[config.mk]
export PLATFORM = sky130hd
export DESIGN_NAME = can_tx_pin_ctrl
export DESIGN_NICKNAME = d
export VERILOG_FILES = /design/src/rtl/can_tx_pin_pkg.sv /design/src/rtl/can_tx_cfg_reg.sv /design/src/rtl/can_tx_biphase_sel.sv /design/src/rtl/can_tx_pin_drv.sv /design/src/rtl/can_tx_pin_ctrl.sv
export SDC_FILE = /design/constraint.sdc
export NUM_CORES = 1
export LEC_CHECK = 0
export ABC_CLOCK_PERIOD_IN_PS = 2200
export CAP_MARGIN = 20
export CORE_MARGIN = 5
export CORE_UTILIZATION = 39
export CTS_CLUSTER_SIZE = 24
export DETAILED_ROUTE_END_ITERATION = 12
export PLACE_DENSITY = 0.78
export SYNTH_ARGS = -nofsm -noshare
export SYNTH_HDL_FRONTEND = slang
export SYNTH_HIERARCHICAL = 1
export SYNTH_SLANG_ARGS = --single-unit
[constraint.sdc]
create_clock -name clk -period 2.2 [get_ports clk]
set_clock_uncertainty 0.15 [all_clocks]
set_input_delay 0.33 -clock clk [delete_from_list [all_inputs] [get_ports clk]]
set_output_delay 0.33 -clock clk [all_outputs]
set_load 0.01 [all_outputs]
[src/rtl/can_tx_pin_pkg.sv]
`timescale 1ns/1ps
// Shared types for the CAN transmit pin driver controller.
// The packed field order is the register layout that software sees.
package can_tx_pin_pkg;

    localparam int CFG_W  = 8;
    localparam int MODE_W = 2;
    localparam int NPINS  = 2;

    typedef enum logic [MODE_W-1:0] {
        MODE_BIPHASE = 2'b00,
        MODE_TEST    = 2'b01,
        MODE_NORMAL  = 2'b10,
        MODE_CLOCK   = 2'b11
    } tx_mode_e;

    typedef struct packed {
        logic     tp1;
        logic     tn1;
        logic     pol1;
        logic     tp0;
        logic     tn0;
        logic     pol0;
        tx_mode_e mode;
    } tx_cfg_t;

endpackage

[src/rtl/can_tx_cfg_reg.sv]
`timescale 1ns/1ps
// Output configuration register.
// Loads on a write only while the controller is in reset-request.
// The read data is zero outside reset-request.
// Assumes: synchronous active-low reset, single clock domain.
module can_tx_cfg_reg
    import can_tx_pin_pkg::*;
(
    input  logic             clk,
    input  logic             rst_n,
    input  logic             rst_req,
    input  logic             wr,
    input  logic [CFG_W-1:0] wdata,
    output tx_cfg_t          cfg,
    output logic [CFG_W-1:0] rdata
);

    // Purpose: hold the configuration; accept writes only in reset-request.
    always_ff @(posedge clk) begin
        if (!rst_n) begin
            cfg <= tx_cfg_t'('0);
        end else if (rst_req && wr) begin
            cfg <= tx_cfg_t'(wdata);
        end
    end

    // Purpose: show the register only while reset-request is high.
    always_comb begin
        rdata = rst_req ? CFG_W'(cfg) : '0;
    end

    // outside reset-request the register holds its value
    a_r2_write_gated: assert property (@(posedge clk) disable iff (!rst_n)
        !rst_req |=> $stable(cfg));

endmodule

[src/rtl/can_tx_biphase_sel.sv]
`timescale 1ns/1ps
// Bi-phase pin selector: 0 = next dominant bit goes to pin 0, 1 = pin 1.
// Clear has priority over advance.
// Assumes: the caller raises advance once per dominant bit, at its strobe.
module can_tx_biphase_sel (
    input  logic clk,
    input  logic rst_n,
    input  logic clear,
    input  logic advance,
    output logic sel
);

    // Purpose: alternate the target pin per dominant bit; restart at pin 0.
    always_ff @(posedge clk) begin
        if (!rst_n) begin
            sel <= 1'b0;
        end else if (clear) begin
            sel <= 1'b0;
        end else if (advance) begin
            sel <= ~sel;
        end
    end

    // each counted dominant bit moves to the other pin
    a_r10_alternate: assert property (@(posedge clk) disable iff (!rst_n)
        (advance && !clear) |=> (sel != $past(sel)));

    // after a clear the next dominant bit goes to pin 0
    a_r10_restart: assert property (@(posedge clk) disable iff (!rst_n)
        clear |=> !sel);

endmodule

[src/rtl/can_tx_pin_drv.sv]
`timescale 1ns/1ps
// Per-pin driver enable logic.
// The data value is XORed with the polarity bit. Each transistor turns on
// only if its enable bit is set, and only if the pin is active.
// Assumes: the caller sets active low to float the pin.
module can_tx_pin_drv (
    input  logic clk,
    input  logic rst_n,
    input  logic active,
    input  logic data,
    input  logic pol,
    input  logic tp,
    input  logic tn,
    output logic up,
    output logic dn
);

    logic level;

    // Purpose: turn the polarity-adjusted level into transistor enables.
    always_comb begin
        level = data ^ pol;
        up    = active &&  level && tp;
        dn    = active && !level && tn;
    end

    // never both transistors of one pin
    a_r11_no_shoot_through: assert property (@(posedge clk) disable iff (!rst_n)
        !(up && dn));

endmodule

[src/rtl/can_tx_pin_ctrl.sv]
`timescale 1ns/1ps
// CAN transmit pin driver controller (top).
// Selects per-pin data and activity from the mode, then applies the
// sleep and reset-request overrides. Reset-request wins over sleep.
// Assumes: tx_bit, tx_clk, cmp_out and bit_strobe are synchronous to clk.
module can_tx_pin_ctrl
    import can_tx_pin_pkg::*;
(
    input  logic             clk,
    input  logic             rst_n,
    input  logic             cfg_wr,
    input  logic [CFG_W-1:0] cfg_wdata,
    output logic [CFG_W-1:0] cfg_rdata,
    input  logic             rst_req,
    input  logic             sleep,
    input  logic             tx_bit,
    input  logic             tx_clk,
    input  logic             cmp_out,
    input  logic             bit_strobe,
    output logic             pin0_up,
    output logic             pin0_dn,
    output logic             pin1_up,
    output logic             pin1_dn
);

    tx_cfg_t           cfg;
    logic              bp_sel;
    logic              bp_clear;
    logic              bp_adv;
    logic [NPINS-1:0]  pin_data;
    logic [NPINS-1:0]  pin_act;
    logic [NPINS-1:0]  pin_pol;
    logic [NPINS-1:0]  pin_tp;
    logic [NPINS-1:0]  pin_tn;
    logic [NPINS-1:0]  pin_up;
    logic [NPINS-1:0]  pin_dn;

    can_tx_cfg_reg u_cfg (
        .clk     (clk),
        .rst_n   (rst_n),
        .rst_req (rst_req),
        .wr      (cfg_wr),
        .wdata   (cfg_wdata),
        .cfg     (cfg),
        .rdata   (cfg_rdata)
    );

    // Purpose: restart bi-phase at pin 0 and count dominant bits.
    always_comb begin
        bp_clear = rst_req || (cfg.mode != MODE_BIPHASE);
        bp_adv   = bit_strobe && !tx_bit && !sleep;
    end

    can_tx_biphase_sel u_bp (
        .clk     (clk),
        .rst_n   (rst_n),
        .clear   (bp_clear),
        .advance (bp_adv),
        .sel     (bp_sel)
    );

    // Purpose: pick per-pin data and activity from mode and overrides.
    always_comb begin
        pin_data = {NPINS{tx_bit}};
        pin_act  = '1;
        if (rst_req) begin
            pin_act = '0;
        end else if (sleep) begin
            pin_data = '1;
        end else begin
            unique case (cfg.mode)
                MODE_NORMAL: ;
                MODE_CLOCK:  pin_data[1] = tx_clk;
                MODE_TEST:   pin_data[1] = cmp_out;
                MODE_BIPHASE: begin
                    pin_data   = '0;
                    pin_act[0] = !tx_bit && !bp_sel;
                    pin_act[1] = !tx_bit &&  bp_sel;
                end
                default: ;
            endcase
        end
    end

    // Purpose: gather the per-pin configuration bits.
    always_comb begin
        pin_pol = {cfg.pol1, cfg.pol0};
        pin_tp  = {cfg.tp1,  cfg.tp0};
        pin_tn  = {cfg.tn1,  cfg.tn0};
    end

    for (genvar p = 0; p < NPINS; p++) begin : g_pin
        can_tx_pin_drv u_drv (
            .clk    (clk),
            .rst_n  (rst_n),
            .active (pin_act[p]),
            .data   (pin_data[p]),
            .pol    (pin_pol[p]),
            .tp     (pin_tp[p]),
            .tn     (pin_tn[p]),
            .up     (pin_up[p]),
            .dn     (pin_dn[p])
        );
    end

    // Purpose: map the pin vectors onto the named ports.
    always_comb begin
        pin0_up = pin_up[0];
        pin0_dn = pin_dn[0];
        pin1_up = pin_up[1];
        pin1_dn = pin_dn[1];
    end

    // reset-request floats every driver
    a_r3_float_in_reset: assert property (@(posedge clk) disable iff (!rst_n)
        rst_req |-> !(pin0_up || pin0_dn || pin1_up || pin1_dn));

    // recessive bits in bi-phase mode leave both pins floating
    a_r9_recessive_float: assert property (@(posedge clk) disable iff (!rst_n)
        (!rst_req && !sleep && cfg.mode == MODE_BIPHASE && tx_bit)
            |-> !(pin0_up || pin0_dn || pin1_up || pin1_dn));

    // in bi-phase mode at most one pin is driven at a time
    a_r9_one_pin: assert property (@(posedge clk) disable iff (!rst_n)
        (!rst_req && !sleep && cfg.mode == MODE_BIPHASE)
            |-> !((pin0_up || pin0_dn) && (pin1_up || pin1_dn)));

endmodule

# After elaboration in Yosys (flattened, before gate mapping)

Index checks and enable logic that the tools add are counted.

Equal/unequal tests: 2
Muxes and demuxes: 8
Bitwise gates (word level): 4
Reduce and logical (&&, ||, !) cells: 22

Operator list:

| cell               | count |
|---|---|
| $logic_and 1x1->1  | 13 |
| $mux 2             | 5 |
| $mux 8             | 1 |
| $logic_not 1->1    | 5 |
| $pmux 1 s3         | 1 |
| $eq 2x1->1 const B | 1 |
| $eq 2x2->1 const B | 1 |
| $logic_not 2->1    | 1 |
| $not 1->1          | 2 |
| $reduce_bool 2->1  | 1 |
| $reduce_or 2->1    | 1 |
| $xor 1x1->1        | 2 |
| $logic_or 1x1->1   | 1 |
| $mux 1             | 1 |

Bits in registers: 9
Bits of input ports: 17

# Depth between registers and ports, before layout

Depth in word-level cells: 8
Depth in mapped cells: 4

# Modules after synthesis

Netlist, hierarchy kept.

Modules (own cells, without submodules):

| module             | times used | cells an instance | area each (µm²) |
|---|---|---|---|
| can_tx_cfg_reg     | 1          | 47                | 411.6 |
| can_tx_pin_ctrl    | 1          | 14                | 98.8 |
| can_tx_pin_drv     | 2          | 4                 | 22.5 |
| can_tx_biphase_sel | 1          | 3                 | 41.3 |

# Worst setup path after synthesis

OpenSTA, ideal clock, no wires.

Path type: flip-flop to output port
Start: register, netlist name u_cfg/cfg[1]
End: output pin0_up
Arrival: 1.252 ns
Data required time: 1.720 ns
Path slack: 0.468 ns
Cell stages (with the launch flop): 5
Path buffers: 0
Cell sequence: dfxtp_1 -> or3_4 -> a22o_1 -> xor2_1 -> and3_1

Longest elaborated chain between the ends: 7
Elaborated cells on any way between the ends: 10
Those cells by class: mux: 6; bitwise: 1; reduce/logical: 3

Ends and longest elaborated chain:

| item                           | line                  | source |
|---|---|---|
| $logic_not 2->1                | can_tx_pin_ctrl.sv:71 | `unique case (cfg.mode)` |
| $mux 1                         | can_tx_pin_ctrl.sv:71 |  |
| $mux 2                         | can_tx_pin_ctrl.sv:68 | `end else if (sleep) begin` |
| $mux 2                         | can_tx_pin_ctrl.sv:66 | `if (rst_req) begin` |
| net pin_data[0]                | can_tx_pin_ctrl.sv:30 | `logic [NPINS-1:0] pin_data;` |
| $xor 1x1->1                    | can_tx_pin_drv.sv:22  | `level = data ^ pol;` |
| $logic_and 1x1->1 (2 in a row) | can_tx_pin_drv.sv:23  | `up = active && level && tp;` |
| to (decl)                      | can_tx_pin_ctrl.sv:20 | `output logic pin0_up,` |

The timed path passes the listed nets, and every way through them passes these cells.

# Final worst setup path

Start: input rst_req
End: output pin0_up

Longest elaborated chain between the ends: 4
Elaborated cells on any way between the ends: 5
Those cells by class: mux: 2; bitwise: 1; reduce/logical: 2

Ends and longest elaborated chain:

| item                           | line                  | source |
|---|---|---|
| from (decl)                    | can_tx_pin_ctrl.sv:14 | `input logic rst_req,` |
| $mux 2                         | can_tx_pin_ctrl.sv:66 |  |
| net pin_data[0]                | can_tx_pin_ctrl.sv:30 |  |
| $xor 1x1->1                    | can_tx_pin_drv.sv:22  |  |
| $logic_and 1x1->1 (2 in a row) | can_tx_pin_drv.sv:23  |  |

The timed path passes the listed nets, and every way through them passes these cells.

==> results.md <==
- Net Switching: 0.112 mW
- CP arrival: roughly 1.7 ns
- Synth Area in Simple Gates: roughly 37%
- Final min period: 2.14 ns
- Cell variety after synth: 25
- TritonCTS clock tree: yes
- Routed Antenna Nets: 0
- Drt first pass iters: 4
- Largest net degree at the start of global routing: 18
- Final Hold Viols: 0
- PortBufs: 28
- Die H: ~49 µm
- Cell Rows: 14
- VDD IR-drop max: 0.246 mV
- Worst path max stage delay: 0.42 ns
- Detail Placement HPWL: about 1300 µm
- CTS Root Buffer Type: clkbuf_4
- Switching fraction of total power: 27.0%
- Clock Power Share: 30.9%
- Vias in the first global route: 603
- WL/cell: 14.0 µm
- Fillers: 132
- Crit. End Element: primary output
- Residual DRC: 0
- DR vias/cell: between 5 and 6
- MaxCap Viol Count: 0
- Slowest stage cell on the critical path: or3_4
- Post-synth EDFFs: 0
- Status: completed
- Clock Latency Late Sink: roughly 0.26 ns
- Class of the worst hold path: flop to flop
- Number of antenna diodes: 0
- Clock H-tree levels: 1
- Internal power: 0.303 mW
- Global route total overflow: 0
- CP Class: primary input to primary output
- Gp weighted congestion: 0.773
- Synth Area in Adders: 0%
- Starting density of the core: 40.6%
- Synth-to-Final Area Change: 57.0%
- Xor and xnor fraction of the mapped netlist area: between 4 and 5%
- Die ar.: 2410 µm²
- Main combinational cell family by area after synthesis: simple AND/OR/NAND/NOR gates
- CTS buffer count: 3
- Gr usage total: 15.6%
- Cts hold-fix bufs: 0
- Post-layout util: 63.7%
- Slew @ Worst Pin: 0.566 ns
- Leak: 0.401 nW
- First-pass GRT wire length: 2880 µm
- Clock-pin transition on the worst setup and hold timing paths: 0.06 ns
- Post-synthesis mux area share: under 10%
- Seq cells post-synth: 9
- Synthesized area per cell: 8.29 µm²
- I/O Pins: 29
- Design Area, Final: 937 µm²
- Final wirelength: 1690 µm
- Setup-failing EPs final: 0
- Final nets: 123
- Comb power frac: 26.1%
- Required @ worst endpoint: approximately 1.7 ns
- Relative slew margins: 62.2%
- Synthesized instance count: just over 70
- Hold slack final: 0.324 ns
- Fmax achieved: 0.466 GHz
- Final Max Slew Viols: 0
- Clock sinks: 9
- Via count: 616
- Setup Fix Bufs, Post-CTS: 0
- Maximum net fanout on the critical path: 4
- Pre-CTS setup slack: -0.554 ns
- Clock buffer depth: 2
- Post-placement cell area: 907 µm²
- Post-Syn Area: a little under 600 µm²
- Ys Warns: 6
- Period utilisation layout: 97.5%
- PwrDens: 442 nW/µm²
- Top_reg_cell synth: dfxtp_1
- Crit path cell chain: clkdlybuf4s15_1 > or3_4 > a22o_1 > xor2_1 > and3_1 > buf_2
- Layout cells sized above 1: 28.6%
- Syn nets: 89
- Initial antenna violation count: 0
- Setup WS post-layout: ~0.055 ns
- Core area: around 1500 µm²
- RSZ-0062 raised after global routing: true
- Die Width: 49.1 µm
- Seq pwr share: a little over two fifths
- Sequential area share after synthesis: 30.2%
- CP Launch Type: primary input
- Starting DRC count in detailed routing: 10
- Synth async-reset ratio: 0%
- Post-synthesis compound-gate area fraction: ~16%
sequential cells by signal (all words and copies together), names as in the netlist:
register and count:
u_bp/sel 1, u_cfg/cfg 8
synth_stat cells, types with 2 or more instances:
cell type / number / area, µm²
nand2_1: 10 / 37.5
dfxtp_1: 9 / 180
and2_1: 8 / 50.1
nand4_1: 8 / 50.1
o21ai_2: 8 / 70.1
buf_2: 3 / 15.0
a21oi_1: 2 / 10.0
and3_1: 2 / 12.5
buf_6: 2 / 22.5
inv_1: 2 / 7.51
mux2i_1: 2 / 20.0
nor2_1: 2 / 7.51
xor2_1: 2 / 17.5
cell type report:
type | count | area (µm²) | area share [%]
multi-input cells | 55 | 382 | 40.7
repair buffers | 35 | 320 | 34.2
flip-flops and latches | 9 | 181 | 19.4
clock buffers | 4 | 26.3 | 2.80
well taps | 16 | 20.0 | 2.14
inverters | 2 | 7.51 | 0.801
power groups by stage:
| stage | Clock [mW] | Combinational, mW | Sequential [mW] |
|---|---|---|---|
| final | 0.128 | 0.108 | 0.178 |
| after global routing | 0.144 | 0.118 | 0.179 |
| after CTS | 0.133 | 0.109 | 0.178 |
| after detailed placement | 0 | 0.106 | 0.181 |
| after global placement | 0 | 0.103 | 0.181 |
| after floorplan | 0 | 0.0532 | 0.179 |
worst max-delay path, delay by kind of cell:
kind / cells / cell delay, ns
AO/OA/AOI/OAI: 1 / 0.20
XOR/XNOR: 1 / 0.15
buffers and inverters: 2 / 0.38
AND/OR/NAND/NOR: 2 / 0.60
per-layer routing:
layer,vias up,wire (µm),GRT usage [%]
li1,316,-,-
met1,280,753,18.0
met2,20,843,24.2
met3,0,92,4.28
met4,0,0,10.8
met5,-,0,0
cell families (layout without fill, tap and decap cells):
group / after synthesis / in the layout
XOR/XNOR: 3 / 3
AND/OR/NAND/NOR: 38 / 38
buffers and inverters: 8 / 41
multiplexers: 2 / 2
flip-flops: 9 / 9
AO/OA/AOI/OAI: 12 / 12
placed cells by master (no fill, tap or decap), drive strengths merged:
cell type / Yosys / final
buf: 5 / 9
nand2b: 1 / 1
or2: 1 / 1
nand2: 10 / 10
nor3b: 2 / 2
inv: 2 / 2
or3: 1 / 1
a21oi: 2 / 2
nor3: 1 / 1
nand3b: 1 / 1
clkdlybuf4s15: 0 / 1
dlymetal6s2s: 0 / 3
o311ai: 1 / 1
o21ai: 8 / 8
and3: 2 / 2
xor2: 2 / 2
mux2i: 2 / 2
clkdlybuf4s50: 0 / 20
xnor2: 1 / 1
and2: 9 / 9
a22o: 1 / 1
clkbuf: 1 / 6
nand4: 8 / 8
nor2: 2 / 2
dfxtp: 9 / 9
metrics by stage:
stage / std cells / power, mW / setup TNS, ns
final: 121 / 0.415 / 0
after global routing: 121 / 0.441 / 0
after CTS: 121 / 0.419 / 0
after detailed placement: 117 / 0.287 / -2.73
after global placement: 117 / 0.284 / -2.45
after floorplan: 72 / 0.232 / 0
worst paths after layout:
path | startpoint | end | slack (ns) | cells past startpoint
max | rst_req | pin0_up | 0.06 | 6
min reg2reg | u_cfg/cfg[4] | u_cfg/cfg[4] | 0.32 | 2
min | u_cfg/cfg[4] | u_cfg/cfg[4] | 0.32 | 2
max reg2reg | u_cfg/cfg[1] | u_bp/sel | 1.09 | 2
timing repair:
item	CTS	global route
setup endpoints to repair	9	4
resized for setup	16	8
pin swaps	2	2
hold endpoints to repair	0	0
gates cloned	0	0
(Power assumes the default switching activity.)
